$ cat src/rtl/og_pkg.sv
package og_pkg;
    localparam int NOUT = 6;
    localparam int SW   = 16;

    // Status word bit positions (decoded by the serial shifter)
    localparam int ST_WARN  = 0;
    localparam int ST_OUT0  = 1;
    localparam int ST_SHORT = 13;
    localparam int ST_INH   = 14;
    localparam int ST_SUPP  = 15;

    typedef struct packed {
        logic [NOUT-1:0] drive;
        logic [NOUT-1:0] latched;
        logic            short_seen;
        logic            supply_seen;
        logic            hot_lock;
        logic [SW-1:0]   status;
    } guard_st_t;
endpackage

$ cat src/rtl/og_tick_timer.sv
module og_tick_timer #(
    parameter int SHORT_TICKS = 3,
    parameter int LONG_TICKS  = 12
) (
    input  logic clk,
    input  logic rst_n,
    input  logic tick,
    input  logic active,
    input  logic long_sel,
    output logic expired
);
    localparam int MAXT = (LONG_TICKS > SHORT_TICKS) ? LONG_TICKS : SHORT_TICKS;
    localparam int CW   = $clog2(MAXT + 1);
    localparam logic [CW-1:0] END_S = CW'(SHORT_TICKS - 1);
    localparam logic [CW-1:0] END_L = CW'(LONG_TICKS - 1);

    typedef struct packed {
        logic [CW-1:0] cnt;
        logic          done;
    } tmr_t;

    tmr_t          r_d, r_q;
    logic [CW-1:0] end_v;

    always_comb begin
        r_d   = r_q;
        end_v = long_sel ? END_L : END_S;
        if (!active) begin
            r_d = '0;
        end else if (tick && !r_q.done) begin
            if (r_q.cnt >= end_v) r_d.done = 1'b1;
            else                  r_d.cnt  = r_q.cnt + 1'b1;
        end
    end

    always_ff @(posedge clk or negedge rst_n) begin
        if (!rst_n) r_q <= '0;
        else        r_q <= r_d;
    end

    assign expired = r_q.done;
endmodule

$ cat src/rtl/og_status_pack.sv
module og_status_pack
    import og_pkg::*;
(
    input  logic            warn,
    input  logic [NOUT-1:0] out_bits,
    input  logic            short_seen,
    input  logic            inhibited,
    input  logic            supply_seen,
    input  logic            hot_lock,
    output logic [SW-1:0]   word
);
    always_comb begin
        word = '0;
        if (hot_lock) begin
            word = '1;
        end else begin
            word[ST_WARN]                = warn;
            word[ST_OUT0 +: NOUT]        = out_bits;
            word[ST_SHORT]               = short_seen;
            word[ST_INH]                 = inhibited;
            word[ST_SUPP]                = supply_seen;
        end
    end
endmodule

$ cat src/rtl/outstage_guard.sv
module outstage_guard
    import og_pkg::*;
#(
    parameter int SUP_SHORT_TICKS = 3,
    parameter int SUP_LONG_TICKS  = 12,
    parameter int SC_SHORT_TICKS  = 2,
    parameter int SC_LONG_TICKS   = 16
) (
    input  logic        clk,
    input  logic        rst_n,
    input  logic        tick,
    input  logic [5:0]  sw_on,
    input  logic        run_en,
    input  logic        ol_en,
    input  logic        slow_sel,
    input  logic        clr_req,
    input  logic        hw_run,
    input  logic        supply_bad,
    input  logic [5:0]  ovc,
    input  logic [5:0]  open_flag,
    input  logic        temp_warn,
    input  logic        temp_off,
    output logic [5:0]  drive_en,
    output logic [15:0] status
);
    guard_st_t       st_d, st_q;
    logic            sup_exp;
    logic            sup_off;
    logic            inhibited;
    logic            gate_ok;
    logic [NOUT-1:0] sc_exp;
    logic [NOUT-1:0] sc_active;
    logic [NOUT-1:0] trip;
    logic [NOUT-1:0] ol_act;
    logic [NOUT-1:0] out_bits;
    logic [SW-1:0]   word_d;

    og_tick_timer #(
        .SHORT_TICKS(SUP_SHORT_TICKS),
        .LONG_TICKS (SUP_LONG_TICKS)
    ) u_sup_tmr (
        .clk     (clk),
        .rst_n   (rst_n),
        .tick    (tick),
        .active  (supply_bad),
        .long_sel(slow_sel),
        .expired (sup_exp)
    );

    for (genvar g = 0; g < NOUT; g++) begin : g_sc
        assign sc_active[g] = ovc[g] && !st_q.latched[g];
        og_tick_timer #(
            .SHORT_TICKS(SC_SHORT_TICKS),
            .LONG_TICKS (SC_LONG_TICKS)
        ) u_sc_tmr (
            .clk     (clk),
            .rst_n   (rst_n),
            .tick    (tick),
            .active  (sc_active[g]),
            .long_sel(slow_sel),
            .expired (sc_exp[g])
        );
    end

    og_status_pack u_pack (
        .warn       (temp_warn),
        .out_bits   (out_bits),
        .short_seen (st_d.short_seen),
        .inhibited  (inhibited),
        .supply_seen(st_d.supply_seen),
        .hot_lock   (st_d.hot_lock),
        .word       (word_d)
    );

    always_comb begin
        st_d      = st_q;
        inhibited = !run_en || !hw_run;
        // Supply trip only while the fault is still present: immediate recovery
        sup_off   = sup_exp && supply_bad;
        // Overcurrent trip: after the delay, or at once during prewarning
        trip      = ovc & (sc_exp | {NOUT{temp_warn}}) & ~st_q.latched;

        if (temp_off)     st_d.hot_lock = 1'b1;
        else if (clr_req) st_d.hot_lock = 1'b0;

        if (clr_req) begin
            st_d.latched    = trip;
            st_d.short_seen = |trip;
        end else begin
            st_d.latched    = st_q.latched | trip;
            st_d.short_seen = st_q.short_seen | (|trip);
        end

        if (sup_off)      st_d.supply_seen = 1'b1;
        else if (clr_req) st_d.supply_seen = 1'b0;

        gate_ok    = !inhibited && !sup_off && !st_d.hot_lock;
        st_d.drive = sw_on & ~st_d.latched & {NOUT{gate_ok}};

        ol_act     = {NOUT{ol_en && run_en}} & ~sw_on;
        out_bits   = (ol_act & open_flag) | (~ol_act & st_d.drive);
        st_d.status = word_d;
    end

    always_ff @(posedge clk or negedge rst_n) begin
        if (!rst_n) st_q <= '0;
        else        st_q <= st_d;
    end

    assign drive_en = st_q.drive;
    assign status   = st_q.status;
endmodule

$ cat config.mk
export PLATFORM = sky130hd
export DESIGN_NAME = outstage_guard
export DESIGN_NICKNAME = d
export VERILOG_FILES = /design/src/rtl/og_pkg.sv /design/src/rtl/og_tick_timer.sv /design/src/rtl/og_status_pack.sv /design/src/rtl/outstage_guard.sv
export SDC_FILE = /design/constraint.sdc
export NUM_CORES = 1
export LEC_CHECK = 0
export CAP_MARGIN = 20
export CORE_ASPECT_RATIO = 0.5
export CORE_MARGIN = 10
export CORE_UTILIZATION = 55
export DETAILED_ROUTE_END_ITERATION = 16
export DONT_BUFFER_PORTS = 1
export HOLD_SLACK_MARGIN = 0.03
export PLACE_DENSITY = 0.7
export RECOVER_POWER = 25
export SYNTH_ARGS = -nofsm -noshare
export SYNTH_HDL_FRONTEND = slang
export SYNTH_SLANG_ARGS = --single-unit
$ cat constraint.sdc
create_clock -name clk -period 2.8 [get_ports clk]
set_clock_uncertainty 0.15 [all_clocks]
set_input_delay 0 -clock clk [delete_from_list [all_inputs] [get_ports clk]]
set_output_delay 0 -clock clk [all_outputs]
set_load 0.005 [all_outputs]
[Yosys cells after proc, flatten, opt, wreduce, memory -nomap -nowiden]
Cells that the tools add are included.
Storage, ports and cells
  register bits: 72
  bits of input ports: 29
  logic and storage cells: 159
  output and inout bits: 22
Operators by class
  bitwise operators: 15
  order comparisons: 7
  mux-type cells: 38
  $add $sub $neg: 7
  reduce and logical (&&, ||, !) cells: 51
  eq/ne operators: 21
Operators by type and width (count)
  $mux W6: 13
  $and A6 B6 Y6: 7
  $mux W5: 8
  $ne A2 B2 Y1 const B: 19
  $add A5 B1 Y5 const B: 6
  $ge A5 B5 Y1: 6
  $reduce_and A2 Y1: 14
  $not A6 Y6: 4
  $logic_not A1 Y1: 18
  $or A6 B6 Y6: 3
  $logic_and A1 B1 Y1: 17
  $mux W7: 2
  $mux W4: 3
  $mux W1: 11
  $reduce_or A6 Y1: 1
  $add A4 B1 Y4 const B: 1
  $ge A4 B4 Y1: 1
  $ne A2 B1 Y1 const B: 2
  $mux W3: 1
  $logic_or A1 B1 Y1: 1
  $or A1 B1 Y1: 1

[Logic depth before layout (Yosys ltp)]
Gate-level depths: netlist of the first run.
  depth after elaboration: 12
  gate-level depth with buffers: 6

[Modules after synthesis]
From an unflattened synthesis of the first run, not the netlist that was laid out.
Unflattened totals
  cell total of the unflattened synthesis: 360
  area, all modules: 3913.8 um^2
Modules (own cells, without submodules)
  og_tick_timer (g_sc[0].u_sc_tmr ...): cells an instance 34, sequential area each 150.1 um^2, area each 362.8 um^2, times used 6
  outstage_guard: cells an instance 109, sequential area each 775.7 um^2, area each 1312.5 um^2, times used 1
  og_tick_timer (u_sup_tmr): cells an instance 31, sequential area each 125.1 um^2, area each 316.6 um^2, times used 1
  og_status_pack: cells an instance 16, sequential area each 0.0 um^2, area each 107.6 um^2, times used 1

[Worst setup path before layout of the first run]
No wires, ideal clock.
  kind: input to register
  start point: in slow_sel
  end point: reg g_sc[4].u_sc_tmr.r_q[4] in the netlist's numbering
  slack: 803 ps
  data required time: 2572 ps
  arrival time: 1770 ps
  library setup time: 78 ps
  cell stages on the path: 6
  cell sequence: inv_1 ha_1 a2111oi_4 o211ai_4 or3_1 a21oi_1
On the way
  cells in the longest elaborated chain, start to end: 4
Ends and longest elaborated chain
  start: declaration: line outstage_guard.sv:15  | input logic slow_sel,
  $mux W4: line og_tick_timer.sv:27  | end_v = long_sel ? END_L : END_S;
  $ge A5 B5 Y1: line og_tick_timer.sv:31  | if (r_q.cnt >= end_v) r_d.done = 1'b1;
  $ne A2 B2 Y1 (no source line)
  $reduce_and A2 Y1 (no source line)
  end signal: assignment: line og_tick_timer.sv:38  | else r_q <= r_d;
  end: declaration: line og_tick_timer.sv:22  | tmr_t r_d, r_q;
No other way between the ends.
A chain may end at the register's enable or synchronous reset.

==> impl_metrics.py, run 1 <==
metrics = {
    "final_layout": {
        "drive_gt1_share_pct": 5.62,
        "areaGrowthSynthToFinish_pct": 15.9,
        "mostFrequentLayoutCell": "dfrtp_1",
        "fin_nets": 408,
        "fin_cells": 444,
        "fin_area_um2": 4070,
        "n_antenna_cell": 0,
        "fin_util_pct": 66.4,
        "mostFrequentLayoutCells": "dfrtp_1 (66), nor2_1 (34), o21ai_0 (30), dlygate4sd3_1 (30), ha_1 (27)",
        "fill_cells": 457,
    },
    "run_status": {
        "violations": "capacitance limit, slew limit",
        "outcome": "complete, but fails checks",
    },
    "synth": {
        "syn_area_um2": 3510,
        "avgSynthCellArea_um2": 10.5,
        "async_reset_ff_share_pct": 100,
        "synthDistinctLibCells": 37,
        "syn_inst": 334,
        "ys_seq_elements": 66,
        "synth_fp_nets": 390,
        "ys_warn_count": 0,
        "synth_ff_type": "dfrtp_1",
        "ys_seq_area_share_pct": 47.0,
        "synth_edf_count": 0,
    },
    "grt": {
        "grt.total_usage_pct": 15.8,
        "antenna_found_initial": 0,
        "grt_max_degree": 67,
        "grt_pass1_wl_mm": 13.0,
        "overflow": 0,
        "grt_pass1_vias": 2642,
    },
    "clock_network": {
        "cts_root_buf": "clkbuf_16",
        "cts_buffers": 9,
        "clkTransAtPathRegs_ns": 0.05,
        "cts_tree": "done",
        "max-clock-path-buffers": 2,
        "cts_sinks": 66,
        "clkLatencyLatePin_ns": 0.33,
        "cts-htree-levels": 3,
        "post_cts_buffers": 0,
    },
    "sta": {
        "setup_ws_ns": 0.246,
        "final-hold-violation-count": 0,
        "holdWs_ns": 0.0379,
        "min_period_over_period_pct": 91.2,
        "setup_tns_ns": 0,
        "setup_violations": 0,
        "slew_violations": 67,
        "period_minus_slack_ns": 2.55,
        "rsz0062_at_grt": "false",
        "relSlewSlack_pct": -8.64,
        "worstMarginPinSlew_ns": 1.63,
        "fmax_ghz": 0.391,
    },
    "floorplan": {
        "coreArea_um2": 6130,
        "die_area_um2": 10200,
        "row_count": 20,
        "dieWidth_um": 133,
        "ios": 51,
        "fp.dieH_um": 76.5,
        "floorplan.initialDensity_pct": 57.3,
    },
    "flow_run": {
        "drv_cap": 1,
    },
    "placement": {
        "dp_hpwl_mm": 5.06,
        "globalplace.congestion": 0.811,
        "dp_cells": 398,
        "dpl_cell_area_um2": 3450,
        "pre_cts_slack_ns": 0.494,
        "io_buffers": 0,
    },
    "critical_path": {
        "worstSetupEndpointType": "flop",
        "start_kind": "flop",
        "worst-endpoint-required_ns": 2.92,
        "worstPathMaxFanout": 7,
        "crit_type": "flop to flop",
        "cp.arrival_ns": 2.67,
    },
    "hold_path": {
        "hold_class": "input port to flop",
    },
    "power_and_ir_drop": {
        "finalPower_mw": 2.52,
        "p_leak_nw": 1.86,
        "powerDensity_nw_per_um2": 619,
        "worst_ir_drop_vdd_mv": 0.307,
    },
    "detailed_routing": {
        "ant_nets": 0,
        "routed_wl_mm": 7.79,
        "drtPass1Iterations": 4,
        "vias": 2595,
        "wl_per_cell_um": 17.6,
        "via_per_inst": 5.84,
        "drt_iter0_markers": 113,
        "drc_errors": 0,
    },
}
area by class of cell:
class	instances	area (µm²)	share of cell area (%)
clock buffer	13	260	6.39
clock inverter	2	60.1	1.48
inverter	15	56.3	1.38
multi-input combinational	229	1630	40.0
sequential	66	1650	40.6
tap	88	110	2.70
timing repair buffer	31	305	7.50
kinds of logic after synthesis:
logic type      after synthesis  synth area share, %
buf+inv                      39                 6.63
flops                        66                 47.0
simple gates                 97                 14.3
mux                           7                 2.00
compound gates               84                 17.0
fa+ha+maj                    27                 9.62
xor+xnor                     14                 3.49
power breakdown:
group | switching, mW | internal, mW | leakage [nW]
combinational | 0.150 | 0.107 | 0.846
clock | 0.399 | 0.823 | 0.156
sequential | 0.0423 | 1.00 | 0.862
total | 0.591 | 1.93 | 1.86
registers in the layout, indices dropped and copies added (netlist names):
signal / count
drive_en: 6
g_sc.u_sc_tmr.r_q: 30
st_q: 8
g_sc.u_sc_tmr.expired: 6
status: 11
u_sup_tmr.r_q: 4
u_sup_tmr.expired: 1
timing repair:
item | 4_1_cts | 5_1_grt
gates resized for setup | 0 | 0
hold buffers | 31 | 0
hold endpoints to repair | 132 | 0
cells in the mapped netlist, types with 7 or more instances:
library cell / count / area (µm²)
or3_1: 9 / 56.3
nor2b_1: 11 / 68.8
ha_1: 27 / 338
o21ai_0: 30 / 150
nand3_1: 15 / 75.1
nand2_1: 11 / 41.3
inv_1: 15 / 56.3
a21oi_1: 16 / 80.1
buf_4: 23 / 173
xor2_1: 12 / 105
dfrtp_1: 66 / 1650
mux2i_1: 7 / 70.1
nor2_1: 34 / 128
worst paths after layout:
path	startpoint	to	slack, ns	cells after the start
max in group asynchronous	rst_n	g_sc[2].u_sc_tmr.r_q[4]	1.04	2
min in group asynchronous	rst_n	g_sc[4].u_sc_tmr.r_q[1]	0.45	2
min	ol_en	status[4]	0.04	2
max reg2reg	status[12]	status[6]	0.25	5
max	status[12]	status[6]	0.25	5
min reg2reg	st_q[17]	st_q[17]	0.35	1
worst max-delay path: stages (launching register included):
cell and delay, ns:
dfrtp_1 0.50, nor2b_1 0.26, a2111oi_4 0.60, o2111a_1 0.30
a311o_1 0.11, dlygate4sd3_1 0.56
layer usage:
metal | up-vias | part of all wire (%) | GRT usage, %
li1 | 1221 | - | -
met3 | 19 | 4.9 | 5.46
met2 | 54 | 51 | 26.2
met1 | 1301 | 42 | 18.1
met4 | 0 | 2.2 | 6.77
met5 | - | 0 | 0
(Power assumes the default switching activity.)
==> inputs of run 2 (changes only) <==
--- a/config.mk
+++ b/config.mk
@@ -13,7 +13,8 @@
 export DONT_BUFFER_PORTS = 1
 export HOLD_SLACK_MARGIN = 0.03
-export PLACE_DENSITY = 0.7
+export PLACE_DENSITY = 0.73
 export RECOVER_POWER = 25
 export SYNTH_ARGS = -nofsm -noshare
 export SYNTH_HDL_FRONTEND = slang
+export SYNTH_HIERARCHICAL = 1
 export SYNTH_SLANG_ARGS = --single-unit
==> constraint.sdc (replaced) <==
create_clock -name clk -period 2.1 [get_ports clk]
set_clock_uncertainty 0.15 [all_clocks]
set_input_delay 0 -clock clk [delete_from_list [all_inputs] [get_ports clk]]
set_output_delay 0 -clock clk [all_outputs]
set_load 0.02 [all_outputs]
==> impl_metrics.py, run 2 <==
metrics = {
    "run_status": {
        "outcome": "complete, but fails checks",
        "violations": "capacitance limit, slew limit",
    },
    "detailed_routing": {
        "wl_per_cell_um": 17.9,
        "routed_wl_mm": 8.39,
        "ant_nets": 0,
        "drc_errors": 0,
        "via_per_inst": 5.71,
        "drtPass1Iterations": 4,
        "drt_iter0_markers": 200,
        "vias": 2678,
    },
    "final_layout": {
        "fin_nets": 428,
        "drive_gt1_share_pct": 11.9,
        "mostFrequentLayoutCell": "dfrtp_1",
        "largest_register_ffs": 30,
        "n_antenna_cell": 0,
        "fill_cells": 486,
        "multi_input_area_um2": 1830,
        "mostFrequentLayoutCells": "dfrtp_1 (72), dlygate4sd3_1 (30), ha_1 (27), o21ai_0 (25), nand3_1 (19)",
        "fin_cells": 469,
        "areaGrowthSynthToFinish_pct": 14.1,
        "largest_register": "g_sc.u_sc_tmr/r_q",
        "seq_area_um2": 1800,
    },
    "critical_path": {
        "start_kind": "flop",
        "worstPathMaxFanout": 5,
        "max_stage_delay_ns": 0.48,
        "crit_path_cell_trace": "ha_1 > a21oi_4 > o21ai_2 > or4_1 > a21boi_1",
        "worst-endpoint-required_ns": 2.20,
        "crit_type": "flop to flop",
        "cp-startpoint": "u_sup_tmr/r_q[4]",
        "cp.arrival_ns": 2.05,
        "worstSetupEndpointType": "flop",
        "r2r-start": "u_sup_tmr/r_q[4]",
        "slowest_stage": "or4_1",
    },
    "grt": {
        "antenna_found_initial": 0,
        "overflow": 0,
        "grt_pass1_vias": 2788,
        "grt_pass1_wl_mm": 13.7,
        "grt.total_usage_pct": 15.4,
        "grt_max_degree": 73,
    },
    "clock_network": {
        "cts_tree": "done",
        "max-clock-path-buffers": 2,
        "cts-htree-levels": 3,
        "cts_root_buf": "clkbuf_16",
        "cts_buffers": 9,
        "cts_sinks": 72,
        "post_cts_buffers": 0,
        "clkTransAtPathRegs_ns": 0.06,
        "clkLatencyLatePin_ns": 0.34,
        "cts_resized": 0,
        "cts_hold_buf": 31,
    },
    "hold_path": {
        "hold_class": "input port to flop",
        "hold_path.startpoint": "slow_sel",
    },
    "floorplan": {
        "fp.dieH_um": 79.7,
        "die_area_um2": 11100,
        "row_count": 21,
        "dieWidth_um": 139,
        "floorplan.initialDensity_pct": 57.5,
        "ios": 51,
        "coreArea_um2": 6810,
    },
    "sta": {
        "period_minus_slack_ns": 1.94,
        "setup_violations": 0,
        "relSlewSlack_pct": -4.12,
        "fmax_ghz": 0.515,
        "final-hold-violation-count": 0,
        "min_period_over_period_pct": 92.5,
        "worstMarginPinSlew_ns": 1.56,
        "slew_violations": 73,
        "setup_tns_ns": 0,
        "rsz0062_at_grt": "false",
    },
    "power_and_ir_drop": {
        "worst_ir_drop_vdd_mv": 0.399,
        "p_leak_nw": 1.95,
        "powerDensity_nw_per_um2": 825,
        "finalPower_mw": 3.68,
    },
    "synth": {
        "synth_edf_count": 0,
        "ys_seq_area_share_pct": 46.0,
        "synth_ff_type": "dfrtp_1",
        "async_reset_ff_share_pct": 100,
        "synth_fp_nets": 416,
        "synthDistinctLibCells": 37,
        "yosysTopAreaCellShare_pct": 46.0,
        "syn_area_um2": 3910,
        "synth_common_cells": "dfrtp_1 (72), buf_4 (28), ha_1 (27), o21ai_0 (25), nand3_1 (19)",
        "yosysMostFrequentCell": "dfrtp_1",
        "syn_inst": 360,
        "yosys-top-cells-area": "dfrtp_1 (46%), ha_1 (8.6%), buf_4 (5.4%), nor4b_4 (3.6%), o21ai_0 (3.2%)",
        "synth_largest_area_cell": "dfrtp_1",
        "avgSynthCellArea_um2": 10.9,
        "ys_seq_elements": 72,
        "ys_warn_count": 6,
    },
    "flow_run": {
        "drv_cap": 1,
    },
    "placement": {
        "globalplace.congestion": 0.795,
        "dp_cells": 422,
        "io_buffers": 0,
        "dp_hpwl_mm": 5.53,
    },
}
run 2: path summary, 6_finish.rpt:
kind,cells past startpoint,endpoint,slack (ns)
setup / recovery,5,u_sup_tmr/r_q[4],0.16
hold / removal,4,g_sc[0].u_sc_tmr/expired,0.04
setup reg to reg,5,u_sup_tmr/r_q[4],0.16
hold reg to reg,1,st_q[17],0.33
max in group asynchronous,2,g_sc[3].u_sc_tmr/r_q[4],0.38
min in group asynchronous,2,g_sc[4].u_sc_tmr/r_q[2],0.47
run 2: critical path: cells and delay by family, from the launching register on:
kind	cells	cell delay (ns)
AO/OA/AOI/OAI	3	0.49
adder cells (fa/ha/maj)	1	0.34
flip-flops	1	0.40
AND/OR/NAND/NOR	1	0.48
run 2: logic make-up after synthesis:
group                      Yosys count  share of synthesized area (%)
and+or+nand+nor                    116                           18.7
xor gates and xnor gates            13                           2.91
adders and majority gates           27                           8.63
DFF                                 72                           46.0
buffers and inverters               45                           7.19
muxes                                6                           1.53
AOI/OAI and AO/OA                   81                           15.0
run 2: final cells by class:
class,count,area share (%)
clock buffer,11,5.66
clock inverter,5,2.30
inverter,15,1.26
multi-input combinational,243,41.0
sequential,72,40.4
tap,92,2.58
timing repair buffer,31,6.84
run 2: stage by stage:
step | cell area, µm² | util (%) | setup slack, ns | hold slack [ns]
global route | 4460 | 65.6 | 0.0351 | 0.0531
finish | 4460 | 65.6 | 0.158 | 0.0363
global placement | 3800 | 55.9 | 0.233 | -0.443
CTS | 4490 | 65.9 | 0.150 | 0.0387
floorplan | 3910 | - | 0.306 | -0.446
detailed placement | 3800 | 55.9 | 0.138 | -0.443
run 2: power by group:
part           total (mW)  internal, mW  switching, mW
combinational       0.349         0.153          0.196
clock                1.80          1.22          0.577
sequential           1.54          1.45         0.0866
run 2: per-layer routing:
metal  global-route usage, %  up-vias  wire length, µm
met3                    6.35       11              452
met5                       0        -                0
met2                    27.0       54             4260
met1                    16.7     1317             3520
met4                    5.38        0              152
li1                        -     1296                -
==> inputs of run 3 (changes only) <==
Settings changed: ABC_AREA set to 1.
==> impl_metrics.py, run 3 <==
metrics = {
    "clock_network": {
        "cts_tree": "done",
        "cts_root_buf": "clkbuf_16",
        "cts_resized": 0,
        "clkLatencyLatePin_ns": 0.33,
        "cts-htree-levels": 3,
        "max-clock-path-buffers": 2,
        "cts_buffers": 9,
        "clkTransAtPathRegs_ns": 0.06,
        "cts_sinks": 72,
    },
    "synth": {
        "yosysMostFrequentCell": "nand2_1",
        "syn_inst": 544,
        "synthDistinctLibCells": 23,
        "avgSynthCellArea_um2": 8.26,
        "synth_ff_type": "dfrtp_1",
        "yosysTopAreaCellShare_pct": 40.1,
        "synth_common_cells": "nand2_1 (154), dfrtp_1 (72), inv_1 (68), nor2_1 (53), nand3_1 (47)",
        "syn_area_um2": 4490,
        "ys_warn_count": 6,
        "synth_edf_count": 0,
        "synth_largest_area_cell": "dfrtp_1",
        "async_reset_ff_share_pct": 100,
        "yosys-top-cells-area": "dfrtp_1 (40%), nand2_1 (13%), ha_1 (7.5%), inv_1 (5.7%), nand3_1 (5.2%)",
        "ys_seq_area_share_pct": 40.1,
        "ys_seq_elements": 72,
        "synth_fp_nets": 600,
    },
    "critical_path": {
        "crit_type": "flop to flop",
        "r2r-start": "u_sup_tmr/r_q[4]",
        "cp.arrival_ns": 2.07,
        "worstPathMaxFanout": 6,
        "worstSetupEndpointType": "flop",
        "worstReg2RegEnd": "u_sup_tmr/expired",
        "worst-endpoint-required_ns": 2.22,
        "rrSetupSlack_ns": 0.15,
        "reg2reg_depth": 8,
        "start_kind": "flop",
    },
    "power_and_ir_drop": {
        "powerDensity_nw_per_um2": 729,
        "p_sw_mw": 1.09,
        "seq_power_share_pct": 45.2,
        "internal_power_mw": 2.55,
        "finalPower_mw": 3.64,
        "clkPwrFrac_pct": 37.4,
        "p_leak_nw": 2.71,
        "worst_ir_drop_vdd_mv": 0.411,
        "combPwrFrac_pct": 17.5,
        "switching_share_pct": 30.0,
    },
    "hold_path": {
        "min_path_cells": 5,
        "holdPathEnd": "status[6]",
        "hold_class": "input port to flop",
        "hold_path.startpoint": "run_en",
    },
    "sta": {
        "setup_tns_ns": 0,
        "setup_ws_ns": 0.149,
        "final-hold-violation-count": 0,
        "period_minus_slack_ns": 1.95,
        "relSlewSlack_pct": 35.7,
        "min_period_over_period_pct": 92.9,
        "fmax_ghz": 0.513,
        "setup_violations": 0,
        "worstMarginPinSlew_ns": 0.965,
        "slew_violations": 0,
    },
    "detailed_routing": {
        "vias": 3304,
        "via_per_inst": 4.84,
        "routed_wl_mm": 8.85,
        "ant_nets": 0,
        "drc_errors": 0,
        "drtPass1Iterations": 4,
        "wl_per_cell_um": 13.0,
        "drt_iter0_markers": 154,
    },
    "grt": {
        "grt_pass1_wl_mm": 15.3,
        "antenna_found_initial": 0,
        "grt_pass1_vias": 3271,
        "overflow": 0,
        "grt_max_degree": 73,
        "grt.total_usage_pct": 15.0,
    },
    "placement": {
        "dpl_cell_area_um2": 4340,
        "pre_cts_slack_ns": 0.575,
        "io_buffers": 0,
        "globalplace.congestion": 0.832,
        "dp_hpwl_mm": 5.84,
    },
    "floorplan": {
        "floorplan.initialDensity_pct": 56.4,
        "row_count": 23,
        "dieWidth_um": 148,
        "ios": 51,
        "coreArea_um2": 7970,
        "die_area_um2": 12400,
        "fp.dieH_um": 83.9,
    },
    "final_layout": {
        "mostFrequentLayoutCell": "nand2_1",
        "fill_cells": 680,
        "largest_register": "g_sc.u_sc_tmr/r_q",
        "fin_area_um2": 4990,
        "mostFrequentLayoutCells": "nand2_1 (154), dfrtp_1 (72), inv_1 (68), nor2_1 (53), nand3_1 (47)",
        "fin_nets": 622,
        "largest_register_ffs": 30,
        "areaGrowthSynthToFinish_pct": 11.1,
        "n_antenna_cell": 0,
        "drive_gt1_share_pct": 13.5,
        "seq_area_um2": 1800,
        "fin_util_pct": 62.6,
        "multi_input_area_um2": 2080,
    },
    "flow_run": {
        "drv_cap": 0,
    },
    "run_status": {
        "outcome": "finished, final reports clean",
    },
}
run 3: kinds of logic after synthesis:
group	after synthesis	share of synthesized area (%)
compound gates	17	2.87
xor+xnor	19	3.70
fa+ha+maj	27	7.52
buf+inv	107	13.6
flops	72	40.1
simple gates	302	32.2
run 3: how the worst max path moves through the flow:
stage                            start                        to
3_5_place_dp          u_sup_tmr/r_q[1]          u_sup_tmr/r_q[3]
5_1_grt        g_sc[0].u_sc_tmr/r_q[2]  g_sc[0].u_sc_tmr/expired
2_1_floorplan         u_sup_tmr/r_q[1]          u_sup_tmr/r_q[3]
3_3_place_gp          u_sup_tmr/r_q[4]          u_sup_tmr/r_q[2]
4_1_cts        g_sc[0].u_sc_tmr/r_q[3]  g_sc[0].u_sc_tmr/expired
6_report              u_sup_tmr/r_q[4]         u_sup_tmr/expired
run 3: through the flow:
stage / hold WS, ns / instances
final: 0.0606 / 683
after global routing: 0.0912 / 683
after CTS: 0.0441 / 680
after detailed placement: -0.443 / 627
after global placement: -0.443 / 627
after floorplan: -0.446 / 544
run 3: power groups by stage:
stage | Sequential (mW) | Combinational [mW] | Clock (mW)
6_report | 1.64 | 0.636 | 1.36
5_1_grt | 1.66 | 0.735 | 1.46
4_1_cts | 1.64 | 0.635 | 1.40
3_5_place_dp | 1.67 | 0.526 | 0
3_3_place_gp | 1.67 | 0.512 | 0
2_1_floorplan | 1.60 | 0.558 | 0
run 3: area by class of cell:
| class | instances | area share [%] |
|---|---|---|
| clock buffer | 9 | 4.51 |
| timing repair buffer | 46 | 8.72 |
| clock inverter | 7 | 0.777 |
| tap | 112 | 2.81 |
| multi-input combinational | 365 | 41.7 |
| inverter | 72 | 5.41 |
| sequential | 72 | 36.1 |
run 3: layer usage:
metal / vias up / global-route usage (%) / part of all wire (%)
met4: 0 / 3.85 / 1.0
met3: 9 / 5.41 / 5.0
met1: 1542 / 17.1 / 43
met5: - / 0 / 0
met2: 60 / 25.9 / 51
li1: 1693 / - / -
run 3: timing repair:
action | CTS | global route
buffers inserted | 0 | 3
setup endpoints to repair | 0 | 1
hold buffers | 37 | 0
endpoints found under the hold margin | 144 | 0
run 3: critical path, stage by stage (launching register included):
cell and delay (ns):
dfrtp_1 0.40, ha_1 0.30, nand2_1 0.05, nor2_1 0.08, nand2_1 0.05, nand2_1 0.06, nand2_2 0.09, o21ai_1 0.15
dlygate4sd3_1 0.55
